==> config.mk <==
export PLATFORM = sky130hd
export DESIGN_NAME = intx_agg_top
export DESIGN_NICKNAME = d
export VERILOG_FILES = /design/src/rtl/intx_pkg.sv /design/src/rtl/intx_port_state.sv /design/src/rtl/intx_up_map.sv /design/src/rtl/intx_up_emitter.sv /design/src/rtl/intx_agg_top.sv
export SDC_FILE = /design/constraint.sdc
export NUM_CORES = 1
export LEC_CHECK = 0
export ABC_AREA = 1
export BUFFER_PORTS_ARGS = -buffer_cell sky130_fd_sc_hd__buf_4
export CAP_MARGIN = 20
export CORE_MARGIN = 2
export CORE_UTILIZATION = 39
export DETAILED_ROUTE_END_ITERATION = 6
export GPL_ROUTABILITY_DRIVEN = 0
export PLACE_DENSITY = 0.62
export SLEW_MARGIN = 40
export SYNTH_ARGS = -nofsm -noshare
export SYNTH_HDL_FRONTEND = slang
export SYNTH_SLANG_ARGS = --single-unit
==> constraint.sdc <==
create_clock -name clk -period 2 [get_ports clk]
set_input_delay 0.3 -clock clk [delete_from_list [all_inputs] [get_ports clk]]
set_output_delay 0.3 -clock clk [all_outputs]
set_load 0.05 [all_outputs]
==> src/rtl/intx_pkg.sv <==
package intx_pkg;
  localparam int unsigned NLINE = 4;
  typedef logic [NLINE-1:0] line_vec_t;

  // Rotate a port's line vector onto upstream lines by its device number.
  function automatic line_vec_t rotate_lines(input line_vec_t s, input int unsigned dev);
    line_vec_t r;
    r = '0;
    for (int x = 0; x < NLINE; x++) begin
      r[(x + dev) % NLINE] = s[x];
    end
    return r;
  endfunction
endpackage

==> src/rtl/intx_port_state.sv <==
module intx_port_state
  import intx_pkg::*;
#(
  parameter int unsigned PORT_IDX = 0,
  parameter int unsigned PW       = 2
) (
  input  logic          clk,
  input  logic          rst,
  input  logic          link_up,
  input  logic          msg_valid,
  input  logic [PW-1:0] msg_port,
  input  logic          msg_assert,
  input  logic [1:0]    msg_line,
  input  logic          local_inta,
  output line_vec_t     status_d,
  output line_vec_t     status_q
);
  line_vec_t rx_q, rx_d;

  always_comb begin
    rx_d = rx_q;
    if (!link_up) begin
      rx_d = '0;
    end else if (msg_valid && (msg_port == PW'(PORT_IDX))) begin
      rx_d[msg_line] = msg_assert;
    end
    status_d = rx_d | {{(NLINE-1){1'b0}}, local_inta};
  end

  always_ff @(posedge clk) begin
    if (rst) begin
      rx_q     <= '0;
      status_q <= '0;
    end else begin
      rx_q     <= rx_d;
      status_q <= status_d;
    end
  end
endmodule

==> src/rtl/intx_up_map.sv <==
module intx_up_map
  import intx_pkg::*;
#(
  parameter int unsigned N_DS = 3
) (
  input  logic [N_DS*NLINE-1:0] status_d,
  output line_vec_t             up_d
);
  line_vec_t rot [N_DS];

  for (genvar p = 0; p < N_DS; p++) begin : g_rot
    assign rot[p] = rotate_lines(status_d[p*NLINE +: NLINE], p);
  end

  always_comb begin
    up_d = '0;
    for (int p = 0; p < N_DS; p++) begin
      up_d = up_d | rot[p];
    end
  end
endmodule

==> src/rtl/intx_up_emitter.sv <==
module intx_up_emitter
  import intx_pkg::*;
(
  input  logic      clk,
  input  logic      rst,
  input  line_vec_t up_d,
  output line_vec_t up_q,
  output logic      msg_valid,
  output logic      msg_assert,
  output logic [1:0] msg_line
);
  line_vec_t  sent_q;
  line_vec_t  pend;
  logic       found;
  logic [1:0] sel;

  always_comb begin
    pend  = up_q ^ sent_q;
    found = 1'b0;
    sel   = '0;
    for (int l = 0; l < NLINE; l++) begin
      if (!found && pend[l]) begin
        found = 1'b1;
        sel   = 2'(l);
      end
    end
  end

  always_ff @(posedge clk) begin
    if (rst) begin
      up_q       <= '0;
      sent_q     <= '0;
      msg_valid  <= 1'b0;
      msg_assert <= 1'b0;
      msg_line   <= '0;
    end else begin
      up_q       <= up_d;
      msg_valid  <= found;
      msg_line   <= sel;
      msg_assert <= up_q[sel];
      if (found) sent_q[sel] <= up_q[sel];
    end
  end
endmodule

==> src/rtl/intx_agg_top.sv <==
module intx_agg_top
  import intx_pkg::*;
#(
  parameter int unsigned N_DS = 3,
  localparam int unsigned PW  = (N_DS > 1) ? $clog2(N_DS) : 1
) (
  input  logic                  clk,
  input  logic                  rst,
  input  logic                  msg_valid,
  input  logic [PW-1:0]         msg_port,
  input  logic                  msg_assert,
  input  logic [1:0]            msg_line,
  input  logic [N_DS-1:0]       local_inta,
  input  logic [N_DS-1:0]       link_up,
  output logic [N_DS*NLINE-1:0] port_status,
  output logic [NLINE-1:0]      up_status,
  output logic                  up_msg_valid,
  output logic                  up_msg_assert,
  output logic [1:0]            up_msg_line
);
  logic [N_DS*NLINE-1:0] st_d;
  line_vec_t             up_d;

  for (genvar p = 0; p < N_DS; p++) begin : g_port
    intx_port_state #(.PORT_IDX(p), .PW(PW)) u_port (
      .clk        (clk),
      .rst        (rst),
      .link_up    (link_up[p]),
      .msg_valid  (msg_valid),
      .msg_port   (msg_port),
      .msg_assert (msg_assert),
      .msg_line   (msg_line),
      .local_inta (local_inta[p]),
      .status_d   (st_d[p*NLINE +: NLINE]),
      .status_q   (port_status[p*NLINE +: NLINE])
    );
  end

  intx_up_map #(.N_DS(N_DS)) u_map (
    .status_d (st_d),
    .up_d     (up_d)
  );

  intx_up_emitter u_emit (
    .clk        (clk),
    .rst        (rst),
    .up_d       (up_d),
    .up_q       (up_status),
    .msg_valid  (up_msg_valid),
    .msg_assert (up_msg_assert),
    .msg_line   (up_msg_line)
  );
endmodule

## Word level (Yosys, flattened, before mapping)

Index checks and enable logic that the tools add are counted.

- $lt $le $gt $ge: 4
- Multiplexer cells: 23
- Equal/unequal tests: 2
- Bitwise gates (word level): 6
- Reductions and logical operators: 12

Operator list:

| cell | count |
|---|---|
| 4-bit 2-to-1 mux | 6 |
| 4-bit bitwise mux | 4 |
| 4-bit by 1-bit bitwise OR with 4-bit output | 3 |
| 1-bit logical AND | 8 |
| 1-bit 2-to-1 mux | 8 |
| 4-bit bitwise OR | 2 |
| 2-bit by 3-bit less-than comparator with 1-bit output, second input constant | 2 |
| 1-bit demux with 2-bit select | 2 |
| 2-bit by 1-bit >= comparator with 1-bit output, second input constant | 2 |
| 2-bit 2-to-1 mux | 2 |
| 4-bit XOR | 1 |
| 1-bit logical NOT | 3 |
| 1-bit binary-select mux with 2-bit select | 1 |
| 2-bit by 1-bit == test with 1-bit output, second input constant | 1 |
| 2-bit == test, second input constant | 1 |
| 2-bit logical NOT | 1 |

- Output and inout bits: 20
- Bits of input ports: 14
- Word-level logic and storage cells: 58
- Bits in registers: 36

## Depth between registers and ports, before layout

- Word-level depth: 16
- Mapped depth: 10
- Mapped depth without buffers: 10

## Hierarchy

A second synthesis with hierarchy kept.

- Cells, all modules: 229
- Area total of the unflattened synthesis: 1579.0 um2

Modules (own cells, without submodules):

| module | seq. area each (um2) | area an instance (um2) | cells an instance | instances |
|---|---|---|---|---|
| intx_port_state at g_port[1].u_port ... | 100.1 | 322.8 | 45 | 2 |
| intx_up_emitter | 240.2 | 556.8 | 75 | 1 |
| intx_port_state at g_port[0].u_port | 100.1 | 331.6 | 52 | 1 |
| intx_up_map | 0.0 | 45.0 | 12 | 1 |

## Worst setup path before layout

OpenSTA, ideal clock, no wires.

- Path type: flip-flop to flip-flop
- From: reg u_emit.up_q[0]
- To: reg u_emit.sent_q[3]
- Arrival time: 1.353 ns
- Stages on the path, launching flop included: 8
- Data required time: 1.866 ns
- Period minus slack after synthesis: 1.487 ns
- Buffers on the path: 0
- Slack: 0.513 ns
- Setup time: 0.134 ns
- Path through: dfxtp_1 -> inv_2 -> nand2_1 -> nand2_1 -> nor2_2 -> o21ai_1 -> o21ai_0 -> a21oi_1

- Longest elaborated chain between the ends: 16
- Elaborated cells on any way between the ends: 22
- Classes of those cells: order compare (2); mux (12); bitwise (1); reduce/logical (7)

Ends and longest elaborated chain:

| element | RTL line | text |
|---|---|---|
| from (decl) | intx_up_emitter.sv:7 | `output line_vec_t up_q,` |
| from (signal assigned) | intx_up_emitter.sv:37 | `up_q <= up_d;` |
| 4-bit XOR | intx_up_emitter.sv:18 | `pend = up_q ^ sent_q;` |
| 1-bit 2-to-1 mux | intx_up_emitter.sv:22 | `if (!found && pend[l]) begin` |
| 1-bit logical NOT | intx_up_emitter.sv:22 |  |
| 1-bit logical AND | intx_up_emitter.sv:22 |  |
| 1-bit 2-to-1 mux | intx_up_emitter.sv:22 |  |
| 1-bit logical NOT | intx_up_emitter.sv:22 |  |
| 1-bit logical AND | intx_up_emitter.sv:22 |  |
| 1-bit 2-to-1 mux | intx_up_emitter.sv:22 |  |
| 1-bit logical NOT | intx_up_emitter.sv:22 |  |
| 1-bit logical AND | intx_up_emitter.sv:22 |  |
| 2-bit 2-to-1 mux | intx_up_emitter.sv:22 |  |
| 2-bit by 3-bit less-than comparator with 1-bit output (not written as such) or 2-bit by 1-bit >= comparator with 1-bit output (tied branches) | intx_up_emitter.sv:41 | `if (found) sent_q[sel] <= up_q[sel];` |
| 1-bit logical AND (not written as such) | intx_up_emitter.sv:41 |  |
| 1-bit 2-to-1 mux (not written as such) | intx_up_emitter.sv:41 |  |
| 1-bit demux with 2-bit select | n/a |  |
| 4-bit bitwise mux | intx_up_emitter.sv:41 |  |
| to (signal, indexed assignment) | intx_up_emitter.sv:41 |  |
| to (decl) | intx_up_emitter.sv:12 | `line_vec_t sent_q;` |

Several ways; a longest one is shown, not always the timed one. The select of a mux whose other input is x is not followed.
A chain may end at the register's enable or synchronous reset.

## Final worst setup path

- From: reg u_emit.up_q[0]
- To: reg u_emit.sent_q[1]

Same word-level chain as after synthesis.

==> reports/metrics.yaml <==
status: "finished clean"
postSynthAreaPerCell_um2: 7.06
slew_headroom: 0.818
ir_drop_mv: 0.295
post_cts_buffers: 0
synthArstFlopShare: 0
cts_buffers: 3
core_mm2: 0.00303
grt_pass1_wl_um: 4470
grt-ovfl-total: 0
hold_viol: 0
netlist.area_leader.share: 0.440
fin_ws_ns: 0.656
finClkSkew_ns: 0.00462
area_delta_synth_final_pct: 20.4
fin_util: 0.488
crit_top_cell: "nand2_1"
drt_iter0_markers: 36
avgRoutedWirePerCell_um: 10.9
place_ws_ns: 0.629
clk_latency_ns: 0.31
rsz0062_at_grt: "no"
n_antenna_cell: 0
min_period_over_period: 0.672
cts.sinks: 27
required_ns: 2.23
drc_errors: 0
die-area_mm2: 0.00362
clkTransAtPathRegs_ns: 0.13
fmax_mhz: 744
critPathMaxStageDelay_ns: 0.41
slew_violations: 0
worst_slew_pin_slew_ns: 0.271
synth_most_common_cell: "nand2_1"
hold_buffers: 0
cp_slowest_cell: "dfxtp_1"
synthTopCellsByArea: "dfxtp_1, nand2_1, o21ai_0"
h-tree-depth: 1
ys_ff_latch: 27
cp_cell_sequence: "inv_2 -> nand2_1 -> nand2_1 -> nor2_2 -> o21ai_1 -> nand3_1 -> nand3_1 -> nand2_1 -> inv_1"
ys_seq_area_frac: 0.440
dp_hpwl_um: 2120
yosysUniqueCellTypes: 19
ys.flop_type: "dfxtp_1"
setup_tns_ns: 0
setup-violations-final: 0
synth_commonest_cells: "nand2_1, dfxtp_1, o21ai_0, inv_1, nor2_1"
min_from: "local_inta[1]"
crit_type: "flip-flop to flip-flop"
grt_max_degree: 26
cts_root_buffer: "clkbuf_4"
cap_violations: 0
viasPerCell: 4.71
yosysTopAreaCell: "dfxtp_1"
period_minus_slack_ns: 1.34
crit_start: "u_emit.up_q[0]"
clk_path_buf_depth: 2
vias: 1145
fillers: 314
fp.dieH_um: 60.1
path_max_fanout: 4
grt_pass1_vias: 1106
r2r_start: "u_emit.up_q[0]"
crit_path_end_kind: "flip-flop"
cts_resized: 0
synth_edf_count: 0
fin_nets: 214
cts_tree: "yes"
antenna_left: 0
total_power_mw: 1.00
yosys_warnings: 0
drive_gt1_frac: 0.241
grtUsageTotal: 0.164
synth_area_mm2: 0.00123
hold_class: "input pin to flip-flop"
pwr_density_cell_mw_per_mm2: 677
p_leak_nw: 0.697
die-width_um: 60.1
antenna_found_initial: 0
arrival_ns: 1.58
syn_inst: 174
synthesis.nets: 188
core.rowCount: 20
wirelength_um: 2650
pin_count: 34
firstDrtPassIters: 4
initial_core_util: 0.406
critPathLaunchType: "flip-flop"
io_buffers: 33
critical path: cells and delay by family (launching register included):
kind | cells | cell delay, ns
and+or+nand+nor | 6 | 0.59
DFF | 1 | 0.41
AOI/OAI and AO/OA | 1 | 0.16
buffers and inverters | 2 | 0.10
path summary, 6_finish.rpt:
check / endpoint / slack, ns / cells past startpoint
setup / recovery: u_emit.sent_q[1] / 0.66 / 9
hold / removal: g_port[1].u_port.status_q[0] / 0.21 / 3
setup reg to reg: u_emit.sent_q[1] / 0.66 / 9
hold reg to reg: u_emit.sent_q[2] / 0.51 / 2
logic make-up after synthesis:
family | count (synthesis) | synth area share
AND/OR/NAND/NOR | 74 | 0.259
buffers and inverters | 38 | 0.144
AO/OA/AOI/OAI | 35 | 0.158
flip-flops | 27 | 0.440
final cells by class:
cell class / count / area [um2] / share of cell area
clock buffers: 4 / 26.3 / 0.0178
inverters: 26 / 97.6 / 0.0660
multi-input cells: 109 / 512 / 0.346
flip-flops and latches: 27 / 541 / 0.365
well taps: 44 / 55.1 / 0.0372
repair buffers: 33 / 248 / 0.168
sequential cells by signal, summed over array words and instances (netlist names):
signal                  cells
g_port.u_port.rx_q         11
g_port.u_port.status_q      4
u_emit.msg_assert           1
u_emit.msg_line             2
u_emit.msg_valid            1
u_emit.sent_q               4
u_emit.up_q                 4
cells in the final DEF, fill, tap and decap left out, drive strengths merged, types with 2 or more instances in the layout:
cell type	count
nor2	20
buf	33
a21oi	8
nand2	37
inv	26
clkbuf	4
nand3	13
or2	2
dfxtp	27
o21ai	25
per-layer routing:
layer  up-vias  GRT usage  share of wire
li1        590          -              -
met3         6     0.0260          0.040
met5         -          0              0
met1       524      0.189           0.45
met4         0     0.0667          0.019
met2        25      0.297           0.49
report_power, final:
part           switching (mW)  internal (mW)  total, mW  leakage [nW]
Sequential            0.00992          0.559      0.569         0.221
Combinational           0.140         0.0650      0.205         0.462
Clock                   0.150         0.0780      0.228        0.0150
Total                   0.299          0.702       1.00         0.697
metrics by stage:
| stage | cell area [um2] | cells | hold WS (ns) |
|---|---|---|---|
| floorplan | 1230 | 174 | 0.428 |
| global placement | 1450 | 239 | 0.482 |
| detailed placement | 1450 | 239 | 0.492 |
| CTS | 1480 | 243 | 0.200 |
| global route | 1480 | 243 | 0.213 |
| finish | 1480 | 243 | 0.207 |
No activity file was read; power rests on OpenSTA's default activity.
